<file path="src/rtl/pmp_cfg_pkg.sv">
package pmp_cfg_pkg;
    localparam int unsigned CFG_W   = 8;
    localparam int unsigned BIT_R   = 0;
    localparam int unsigned BIT_W   = 1;
    localparam int unsigned BIT_X   = 2;
    localparam int unsigned AM_LO   = 3;
    localparam int unsigned AM_HI   = 4;
    localparam int unsigned BIT_L   = 7;
    localparam int unsigned SEC_W   = 3;
    localparam int unsigned SEC_MML = 0;
    localparam int unsigned SEC_WP  = 1;
    localparam int unsigned SEC_RLB = 2;

    typedef logic [CFG_W-1:0] cfg_byte_t;

    // Mask of the fields an unlock command clears (L and address mode).
    localparam cfg_byte_t UNLOCK_MASK = cfg_byte_t'((1 << BIT_L) | (3 << AM_LO));

    function automatic logic is_write_only(input cfg_byte_t b);
        return b[BIT_W] & ~b[BIT_R];
    endfunction
endpackage

</file>
<file path="src/rtl/pmp_seccfg_reg.sv">
module pmp_seccfg_reg
    import pmp_cfg_pkg::*;
(
    input  logic             clk,
    input  logic             rst_n,
    input  logic             wr_valid,
    input  logic [SEC_W-1:0] wr_data,
    output logic             mml,
    output logic             mmwp,
    output logic             rlb
);
    always_ff @(posedge clk) begin
        if (!rst_n) begin
            mml  <= 1'b0;
            mmwp <= 1'b0;
            rlb  <= 1'b0;
        end else if (wr_valid) begin
            mml  <= mml  | wr_data[SEC_MML];
            mmwp <= mmwp | wr_data[SEC_WP];
            rlb  <= wr_data[SEC_RLB];
        end
    end

    assert_mml_sticky_R6: assert property (@(posedge clk) disable iff (!rst_n)
        mml |=> mml);
    assert_mmwp_sticky_R6: assert property (@(posedge clk) disable iff (!rst_n)
        mmwp |=> mmwp);
endmodule

</file>
<file path="src/rtl/pmp_cfg_entry.sv">
module pmp_cfg_entry
    import pmp_cfg_pkg::*;
(
    input  logic      clk,
    input  logic      rst_n,
    input  logic      wr_en,
    input  cfg_byte_t wr_byte,
    input  logic      unlock,
    input  logic      rlb,
    input  logic      mml,
    output cfg_byte_t cfg_q,
    output logic      locked,
    output logic      changed
);
    logic blocked_by_lock;
    logic blocked_by_enc;
    logic take;

    always_comb begin
        blocked_by_lock = cfg_q[BIT_L] & ~rlb;
        blocked_by_enc  = is_write_only(wr_byte) & ~mml;
        take = wr_en & ~unlock & ~blocked_by_lock & ~blocked_by_enc
             & (wr_byte != cfg_q);
        locked = cfg_q[BIT_L] & ~rlb;
    end

    always_ff @(posedge clk) begin
        if (!rst_n) begin
            cfg_q   <= '0;
            changed <= 1'b0;
        end else begin
            changed <= take;
            if (unlock)
                cfg_q <= cfg_q & ~UNLOCK_MASK;
            else if (take)
                cfg_q <= wr_byte;
        end
    end

    assert_lock_holds_R2: assert property (@(posedge clk) disable iff (!rst_n)
        (wr_en && !unlock && cfg_q[BIT_L] && !rlb) |=> $stable(cfg_q));
    assert_wonly_dropped_R4: assert property (@(posedge clk) disable iff (!rst_n)
        (wr_en && !unlock && wr_byte[BIT_W] && !wr_byte[BIT_R] && !mml) |=> $stable(cfg_q));
    assert_unlock_clears_R7: assert property (@(posedge clk) disable iff (!rst_n)
        unlock |=> (!cfg_q[BIT_L] && cfg_q[AM_HI:AM_LO] == 2'b00 && !changed));
    assert_pulse_real_R5: assert property (@(posedge clk) disable iff (!rst_n)
        changed |-> (cfg_q != $past(cfg_q)));
    assert_pulse_single_R5: assert property (@(posedge clk) disable iff (!rst_n)
        (changed && !take) |=> !changed);
endmodule

</file>
<file path="src/rtl/pmp_cfg_lock_ctrl.sv">
module pmp_cfg_lock_ctrl
    import pmp_cfg_pkg::*;
#(
    parameter int unsigned NUM_ENTRIES    = 16,
    parameter int unsigned BYTES_PER_WORD = 4,
    localparam int unsigned NUM_WORDS = NUM_ENTRIES / BYTES_PER_WORD,
    localparam int unsigned WIDX_W    = (NUM_WORDS > 1) ? $clog2(NUM_WORDS) : 1,
    localparam int unsigned DATA_W    = CFG_W * BYTES_PER_WORD
) (
    input  logic                     clk,
    input  logic                     rst_n,
    input  logic                     cfg_wr_valid,
    input  logic [WIDX_W-1:0]        cfg_wr_word,
    input  logic [DATA_W-1:0]        cfg_wr_data,
    input  logic                     sec_wr_valid,
    input  logic [SEC_W-1:0]         sec_wr_data,
    input  logic                     unlock_all,
    output logic [NUM_ENTRIES*CFG_W-1:0] cfg_q,
    output logic [NUM_ENTRIES-1:0]   entry_locked,
    output logic [NUM_ENTRIES-1:0]   entry_changed,
    output logic                     sec_mml,
    output logic                     sec_mmwp,
    output logic                     sec_rlb
);
    pmp_seccfg_reg u_sec (
        .clk      (clk),
        .rst_n    (rst_n),
        .wr_valid (sec_wr_valid),
        .wr_data  (sec_wr_data),
        .mml      (sec_mml),
        .mmwp     (sec_mmwp),
        .rlb      (sec_rlb)
    );

    for (genvar i = 0; i < NUM_ENTRIES; i++) begin : g_entry
        localparam int unsigned WORD = i / BYTES_PER_WORD;
        localparam int unsigned LANE = i % BYTES_PER_WORD;
        logic      hit;
        cfg_byte_t q;

        assign hit = cfg_wr_valid && (cfg_wr_word == WIDX_W'(WORD));

        pmp_cfg_entry u_entry (
            .clk     (clk),
            .rst_n   (rst_n),
            .wr_en   (hit),
            .wr_byte (cfg_wr_data[LANE*CFG_W +: CFG_W]),
            .unlock  (unlock_all),
            .rlb     (sec_rlb),
            .mml     (sec_mml),
            .cfg_q   (q),
            .locked  (entry_locked[i]),
            .changed (entry_changed[i])
        );
        assign cfg_q[i*CFG_W +: CFG_W] = q;
    end

    assert_bypass_unlocks_R3: assert property (@(posedge clk) disable iff (!rst_n)
        sec_rlb |-> (entry_locked == '0));
    assert_unlock_no_pulse_R7: assert property (@(posedge clk) disable iff (!rst_n)
        unlock_all |=> (entry_changed == '0));
endmodule

</file>
<file path="config.mk">
export PLATFORM = sky130hd
export DESIGN_NAME = pmp_cfg_lock_ctrl
export DESIGN_NICKNAME = d
export VERILOG_FILES = /design/src/rtl/pmp_cfg_pkg.sv /design/src/rtl/pmp_seccfg_reg.sv /design/src/rtl/pmp_cfg_entry.sv /design/src/rtl/pmp_cfg_lock_ctrl.sv
export SDC_FILE = /design/constraint.sdc
export NUM_CORES = 1
export LEC_CHECK = 0
export CORE_MARGIN = 2
export CORE_UTILIZATION = 45
export DETAILED_ROUTE_END_ITERATION = 8
export PLACE_DENSITY = 0.77
export SLEW_MARGIN = 20
export SYNTH_ARGS = -nofsm -noshare
export SYNTH_HDL_FRONTEND = slang
export SYNTH_SLANG_ARGS = --single-unit
</file>
<file path="constraint.sdc">
create_clock -name clk -period 1.8 [get_ports clk]
set_input_delay 0.36 -clock clk [delete_from_list [all_inputs] [get_ports clk]]
set_output_delay 0.36 -clock clk [all_outputs]
set_load 0.005 [all_outputs]
</file>
After elaboration in Yosys (flattened, before gate mapping)

Cells that the tools add are included.

Reductions and logical operators: 22
Equality and inequality tests: 19
Bitwise operators: 106

Operators by type and width:

| cell               | count |
|---|---|
| $ne 8x8->1         | 16 |
| $and 1x1->1        | 76 |
| $reduce_and 2->1   | 16 |
| $not 1->1          | 28 |
| $eq 2x2->1 const B | 2 |
| $logic_and 1x1->1  | 4 |
| $eq 2x1->1 const B | 1 |
| $logic_not 2->1    | 1 |
| $or 1x1->1         | 2 |
| $reduce_or 2->1    | 1 |

Input port bits: 42
Flip-flop bits (word level): 147

Depth between registers and ports, before layout

Gate-level depths: netlist of run 1.

Depth in word-level cells: 7
Gate-level depth with buffers: 6
Depth with buffers taken out: 4

By module

A second synthesis of run 1 with hierarchy kept.

Cells, all modules: 813
Area total of the unflattened synthesis: 7683.6 µm²

By module, submodules not included:

| module            | area each (µm²) | times used | seq. area each (µm²) | cells each |
|---|---|---|---|---|
| pmp_cfg_entry     | 471.7           | 16         | 180.2                | 50 |
| pmp_seccfg_reg    | 98.8            | 1          | 60.1                 | 9 |
| pmp_cfg_lock_ctrl | 37.5            | 1          | 0.0                  | 4 |

Worst setup path after synthesis of run 1

OpenSTA, ideal clock, no wires.

Path type: in2reg
Start: in cfg_wr_data[26]
End: reg g_entry[15].u_entry.cfg_q[0]
Data required time: 1.728 ns
Path slack: 0.425 ns
Cell stages on the path: 6
Path buffers: 2
Data arrival time: 1.303 ns
Cell sequence: buf_2 xnor2_1 nand4_1 o2111ai_1 buf_4 mux2i_1

Word-level cells in the longest chain between the ends: 3

Ends and longest elaborated chain:

| item                              | RTL line                | text |
|---|---|---|
| start: declaration                | pmp_cfg_lock_ctrl.sv:14 | `input logic [DATA_W-1:0] cfg_wr_data,` |
| $ne 8x8->1                        | pmp_cfg_entry.sv:23     | `& (wr_byte != cfg_q);` |
| $and 1x1->1                       | pmp_cfg_entry.sv:23     |  |
| $reduce_and 2->1 (no source line) | n/a                     |  |
| end signal: assignment            | pmp_cfg_entry.sv:34     | `cfg_q <= cfg_q & ~UNLOCK_MASK;` |
| end signal: assignment            | pmp_cfg_entry.sv:36     | `cfg_q <= wr_byte;` |
| end: declaration                  | pmp_cfg_entry.sv:11     | `output cfg_byte_t cfg_q,` |

Every way passes these cells.
A chain may end at the register's enable or synchronous reset.

Worst setup path after layout of run 1

Start: reg u_sec.rlb
End: out entry_locked[0]

Word-level cells in the longest chain between the ends: 2

Ends and longest elaborated chain:

| item                     | RTL line                | text |
|---|---|---|
| start: declaration       | pmp_seccfg_reg.sv:10    | `output logic rlb` |
| start signal: assignment | pmp_seccfg_reg.sv:20    | `rlb <= wr_data[SEC_RLB];` |
| $not 1->1                | pmp_cfg_entry.sv:24     | `locked = cfg_q[BIT_L] & ~rlb;` |
| $and 1x1->1              | pmp_cfg_entry.sv:24     |  |
| end: declaration         | pmp_cfg_lock_ctrl.sv:19 | `output logic [NUM_ENTRIES-1:0] entry_locked,` |

Every way passes these cells.

==> results by group, run 1 <==
STA
  • Tcrit/Tclk final: 97.77%
  • Slew @ Worst Pin: 0.3709 ns
  • Worst Skew: 0.009522 ns
  • Final Hold Viols: 0
  • Max Clk Rate: 0.5683 GHz
  • Setup violators final: 0
  • Fin crit period: 1.760 ns
  • Slew Limit Headroom: 75.19%
  • Min Hold Slack: 0.3214 ns
  • Max-slew violation count: 0

Logic synthesis
  • Register area share after synthesis: 40.54%
  • Most frequent cell after synthesis: nand2_1
  • Top post-synthesis cells by count: 163 x nand2_1, 147 x dfxtp_1, 129 x mux2i_1
  • Yosys top cell area share: 40.54%
  • Post-synth top area cell: dfxtp_1
  • Total number of yosys warnings: 0
  • Synth Register Bits: 147
  • Most common flop cell mapped by yosys: dfxtp_1
  • EDFF count, synth: 0
  • Synth Area per Inst: 9.329 um^2
  • Post-Syn Area: 0.007258 mm^2
  • Library cells used by synthesis: 27
  • Syn nets: 820
  • Cells after Synth: 778
  • Asr flop ratio synth: 0%
  • Area contributors post-synth: dfxtp_1 41%, mux2i_1 18%, xnor2_1 15%

Critical path
  • Critical Path AT: 1.40 ns
  • Setup crit end kind: output port
  • CP Cell Sequence: buf_8 -> buf_12 -> nor2b_4 -> dlygate4sd2_1
  • Worst path buffer plus inverter count: 3
  • WP data required: 1.44 ns
  • Slack of the worst reg-to-reg path: 0.22 ns
  • Startpoint Class: register
  • CP Class: reg2out
  • Worst-path fanout max: 7
  • CP max-delay cell: dfxtp_2
  • CP top delay family: buffers and inverters
  • Max incr delay on CP: 0.33 ns

Global routing
  • Busiest grt layer: met2
  • Met1 global-route usage: 30.95%
  • First-pass GRT wire length: 30500 um
  • Met3 Use GR: 7.410%
  • Total track usage: 23.43%
  • Largest net degree at the start of global routing: 46
  • Vias in the first global route: 5718
  • Overflow after GRT: 0
  • M2 GR Usage: 37.64%
  • Initial antenna violation count: 0

Final layout
  • Post-route cell area: 0.01021 mm^2
  • NumNets Final: 1007
  • Antenna Cells: 0
  • Fraction of layout cells with a size suffix above 1: 12.88%
  • Layout area overhead: 40.73%
  • Fillers: 1282

Worst hold path
  • Hold/Removal Path Class: in2reg

Pwr
  • Cell-internal power: 6.209 mW
  • Sw Ratio: 22.94%
  • Max VDD drop: 670.1 uV
  • Power Total: 8.057 mW
  • Clk network pwr share: 47.9%
  • Lkg Pwr: 4.372 nW
  • PwrDens: 788.8 mW/mm^2
  • Register share of total power: 41.7%
  • Comb pwr share: 10.4%
  • Sw power: 1.848 mW

Job
  • Number of max-cap violations: 0

CTS
  • CTS tree: built
  • H-Tree Depth: 4
  • Max Buffers Root-to-Sink: 2
  • Clk Latency, worst-skew pair: 0.42 ns
  • CTS Hold Bufs: 0
  • Clock-pin slew on the worst setup and hold paths: 0.06 ns
  • Clk sinks: 147
  • CTS root buffer: clkbuf_16
  • Num CTS Buffers: 17

Route
  • First drt pass iteration count: 4
  • Post-Route WL: 20080 um
  • Initial DRC count: 343
  • Wire length per cell: 16.82 um
  • Via/cell ratio: 4.978
  • Drt drc: 0
  • Via count: 5944
  • Antenna viol nets, final: 0

Floorplan
  • I/O pins: 205
  • Initial Util: 45.86%
  • Core Area: 0.01583 mm^2
  • Die area: 0.01716 mm^2
  • # rows: 46
  • Die Height: 131 um
  • Die width: 131 um

Outcome
  • Outcome: complete, no violations

Placement
  • Input/output buffers: 204
  • GPL Wtd Cong: 0.8308
  • Placed instance area: 0.009462 mm^2
  • Dpl hpwl: 15140 um
==> stage by stage <==
step / instances / utilization (%) / TNS [ns] / worst slack [ns]
after floorplan: 778 / - / 0 / 0.4251
after global placement: 1158 / 59.78 / -26.41 / -0.2533
after detailed placement: 1158 / 59.78 / -30.96 / -0.3271
after CTS: 1193 / 64.36 / -0.01127 / -0.01127
after global routing: 1194 / 64.54 / -0.001013 / -0.001013
final: 1194 / 64.54 / 0 / 0.04022
==> worst register-to-register path: stages, from the launching register on <==
cell,delay [ns]
dfxtp_2,0.35
buf_8,0.14
and2b_2,0.25
buf_4,0.13
nor2_1,0.09
o211a_1,0.19
buf_12,0.14
mux2i_1,0.21
==> per-layer routing <==
metal  share of wire (%)  up-vias  wire length, um
met2                  47      199             9502
met1                  45     2842             8985
met3                 7.5        8             1501
li1                    -     2895                -
met5                   0        -                0
met4                0.46        0               92
==> flip-flops by register name (all words and copies together), names as in the netlist <==
name and flops:
g_entry.u_entry.cfg_q 128, g_entry.u_entry.changed 16, u_sec.mml 1, u_sec.mmwp 1, u_sec.rlb 1
==> worst paths after layout <==
path / startpoint / endpoint / depth (start not counted)
max: u_sec.rlb / entry_locked[0] / 4
min: rst_n / g_entry[0].u_entry.cfg_q[5] / 3
max reg2reg: u_sec.rlb / g_entry[10].u_entry.cfg_q[6] / 7
min reg2reg: g_entry[0].u_entry.cfg_q[5] / g_entry[0].u_entry.cfg_q[5] / 2
==> placed cells by master, fill, tap and decap left out, types with 2 or more instances in the layout <==
| cell | count |
|---|---|
| a21oi_1 | 2 |
| and2_1 | 2 |
| and2b_1 | 2 |
| buf_12 | 5 |
| buf_2 | 3 |
| buf_4 | 57 |
| bufinv_16 | 5 |
| clkbuf_1 | 2 |
| clkbuf_16 | 17 |
| clkdlybuf4s15_1 | 2 |
| clkdlybuf4s50_1 | 183 |
| clkinv_2 | 3 |
| clkinvlp_4 | 2 |
| dfxtp_1 | 138 |
| dfxtp_2 | 8 |
| dlygate4sd2_1 | 11 |
| dlymetal6s2s_1 | 3 |
| inv_1 | 8 |
| inv_6 | 2 |
| mux2i_1 | 129 |
| nand2_1 | 163 |
| nand2b_1 | 3 |
| nand2b_4 | 6 |
| nand4_1 | 32 |
| nor2_1 | 28 |
| nor2b_2 | 2 |
| nor2b_4 | 3 |
| nor3b_2 | 3 |
| o2111ai_1 | 8 |
| o211a_1 | 2 |
| o211ai_1 | 6 |
| xnor2_1 | 128 |
==> cell families after synthesis <==
kind of cell,Yosys count,synth area share [%]
compound gates,18,2.000
xor+xnor,128,15.45
flops,147,40.54
mux,129,17.79
buf+inv,108,8.791
simple gates,248,15.43
==> area by class of cell <==
class	instances	area [um^2]	area share [%]
flip-flops and latches	147	2957	28.94
clock inverters	13	206.4	2.021
repair buffers	267	2566	25.12
well taps	216	270.3	2.646
multi-input cells	523	3749	36.70
inverters	9	33.78	0.3307
clock buffers	19	432.9	4.238
==> power by group through the flow <==
stage                     clock network [mW]  registers (mW)  logic, mW
after floorplan                            0            3.42      0.483
after global routing                    4.05            3.37      0.902
after detailed placement                   0            3.43      0.821
after global placement                     0            3.43      0.817
final                                   3.86            3.36      0.839
after CTS                               3.91            3.36      0.837
==> timing repair <==
action                     in CTS  in global routing
setup buffers                   4                  1
setup endpoints to repair      18                  9
resized for setup              50                 10
Note: power is estimated with default switching activity, not from simulation.
==> run 2, diff against run 1 <==
==> constraint.sdc (replaced) <==
create_clock -name clk -period 2.1 [get_ports clk]
set_input_delay 0.42 -clock clk [delete_from_list [all_inputs] [get_ports clk]]
set_output_delay 0.42 -clock clk [all_outputs]
set_load 0.005 [all_outputs]
==> results by group, run 2 (same netlist as run 1, synthesis figures left out) <==
Final layout
  • Largest register FFs: 128
  • Util after Layout: 64.02%
  • Fraction of layout cells with a size suffix above 1: 10.63%
  • NumNets Final: 998
  • Commonest cells after routing, fill and taps aside: 196 x clkdlybuf4s50_1, 163 x nand2_1, 147 x dfxtp_1
  • Biggest regs: g_entry.u_entry.cfg_q x128, g_entry.u_entry.changed x16
  • Largest Register: g_entry.u_entry.cfg_q
  • Layout area overhead: 39.61%
  • Antenna Cells: 0
  • Most common cell after layout, fill and taps aside: clkdlybuf4s50_1
  • Post-route cell area: 0.01013 mm^2

STA
  • RSZ-0062 raised after global routing: false
  • Final worst setup slack: 0.04440 ns
  • Worst Skew: 0.007963 ns
  • Max-slew violation count: 0
  • Max Clk Rate: 0.4865 GHz
  • Slew @ Worst Pin: 0.3909 ns
  • Slew Limit Headroom: 73.91%
  • Tcrit/Tclk final: 97.89%
  • Fin crit period: 2.056 ns
  • Setup violators final: 0
  • Post-route setup TNS: 0 ns
  • Final Hold Viols: 0

Route
  • Via count: 5973
  • Via/cell ratio: 5.041
  • Wire length per cell: 17.02 um
  • Antenna viol nets, final: 0
  • Drt drc: 0
  • Initial DRC count: 416
  • First drt pass iteration count: 5
  • Post-Route WL: 20170 um

Critical path
  • WP data required: 1.68 ns
  • Worst-path fanout max: 4
  • CP Class: reg2out
  • Reg2reg start: u_sec.mml
  • Slack of the worst reg-to-reg path: 0.42 ns
  • Critical Path AT: 1.64 ns
  • Critical Path End: entry_locked[6]
  • FF-to-FF path depth: 6
  • Critical Path Start: g_entry[6].u_entry.cfg_q[7]
  • Reg-to-reg endpoint: g_entry[12].u_entry.cfg_q[1]
  • Startpoint Class: register
  • Setup crit end kind: output port

Outcome
  • Outcome: complete, no violations

Global routing
  • First-pass GRT wire length: 30830 um
  • Total track usage: 23.65%
  • Overflow after GRT: 0
  • Vias in the first global route: 5688
  • Largest net degree at the start of global routing: 46
  • Initial antenna violation count: 0

Pwr
  • Lkg Pwr: 4.272 nW
  • Max VDD drop: 576.4 uV
  • PwrDens: 675.8 mW/mm^2

Placement
  • Placed instance area: 0.009437 mm^2
  • Place WS: -0.08291 ns
  • GPL Wtd Cong: 0.8264
  • Dpl hpwl: 15160 um
  • Input/output buffers: 204

CTS
  • Clock-pin slew on the worst setup and hold paths: 0.06 ns
  • Max Buffers Root-to-Sink: 2
  • Clk Latency, worst-skew pair: 0.43 ns
  • CTS tree: built
  • CTS root buffer: clkbuf_16
  • Clk sinks: 147
  • H-Tree Depth: 4
  • Num CTS Buffers: 17

Floorplan
  • # rows: 46
  • Die Height: 131 um
  • Core Area: 0.01583 mm^2
  • I/O pins: 205
  • Die width: 131 um
  • Initial Util: 45.86%
  • Die area: 0.01716 mm^2

Worst hold path
  • Hold/Removal Path Class: in2reg

Job
  • Number of max-cap violations: 0
==> run 2: cell types whose count changed in the layout (fill, tap and decap cells not counted), sizes merged <==
cell           delta
buf              -12
bufinv            -1
clkbuf            +1
clkdlybuf4s15     -3
clkdlybuf4s50    +13
clkinv            +3
clkinvlp          -2
dlygate4sd2       -6
dlymetal6s2s      -1
inv               -1
==> run 2: power breakdown <==
group	total [mW]	internal [mW]	switching, mW
clock	3.26	2.06	1.20
combinational	0.709	0.367	0.342
sequential	2.88	2.83	0.0446
==> run 2: critical path: stages, from the launching register on <==
cell and delay (ns):
dfxtp_1 0.44, nor2b_2 0.24, clkdlybuf4s50_1 0.53
==> run 2: per-layer routing <==
layer	global-route usage (%)	wire length, um
met3	6.759	1540
met4	7.572	218
met1	31.49	8983
met5	0	0
met2	37.12	9427
==> run 2: repair_timing <==
action	in CTS	in global routing
setup endpoints to repair	7	8
hold buffers	0	0
buffers inserted	0	0
resized for setup	9	9
==> run 2: area by class of cell <==
cell class | count | area [um^2]
Fill cell | 1265 | 5694
Multi-Input combinational cell | 523 | 3745
Sequential cell | 147 | 2943
Timing Repair Buffer | 258 | 2506
Clock buffer | 20 | 456.7
Tap cell | 216 | 270.3
Clock inverter | 12 | 178.9
Inverter | 9 | 33.78
==> run 2: through the flow <==
step	std cells	power [mW]	hold WS (ns)
after global placement	1153	3.632	0.4527
after detailed placement	1153	3.637	0.4644
final	1185	6.848	0.3927
after global routing	1185	7.046	0.3963
after floorplan	778	3.349	0.4604
after CTS	1185	6.895	0.3729
==> run 2: how the worst min path moves through the flow <==
stage / slack, ns / cells past startpoint / from / to
finish: 0.39 / 3 / rst_n / g_entry[0].u_entry.cfg_q[0]
global route: 0.40 / 3 / rst_n / g_entry[0].u_entry.cfg_q[5]
CTS: 0.37 / 3 / rst_n / g_entry[0].u_entry.cfg_q[0]
detailed placement: 0.46 / 2 / u_sec.mmwp / u_sec.mmwp
global placement: 0.45 / 2 / u_sec.mmwp / u_sec.mmwp
floorplan: 0.46 / 2 / u_sec.mmwp / u_sec.mmwp
==> run 3, diff against run 2 <==
--- a/config.mk
+++ b/config.mk
@@ -5,6 +5,7 @@
 export SDC_FILE = /design/constraint.sdc
 export NUM_CORES = 1
 export LEC_CHECK = 0
+export CAP_MARGIN = 25
 export CORE_MARGIN = 2
 export CORE_UTILIZATION = 45
 export DETAILED_ROUTE_END_ITERATION = 8
==> results of run 3 <==
Final layout, timing and power as in run 2 (identical DEF).
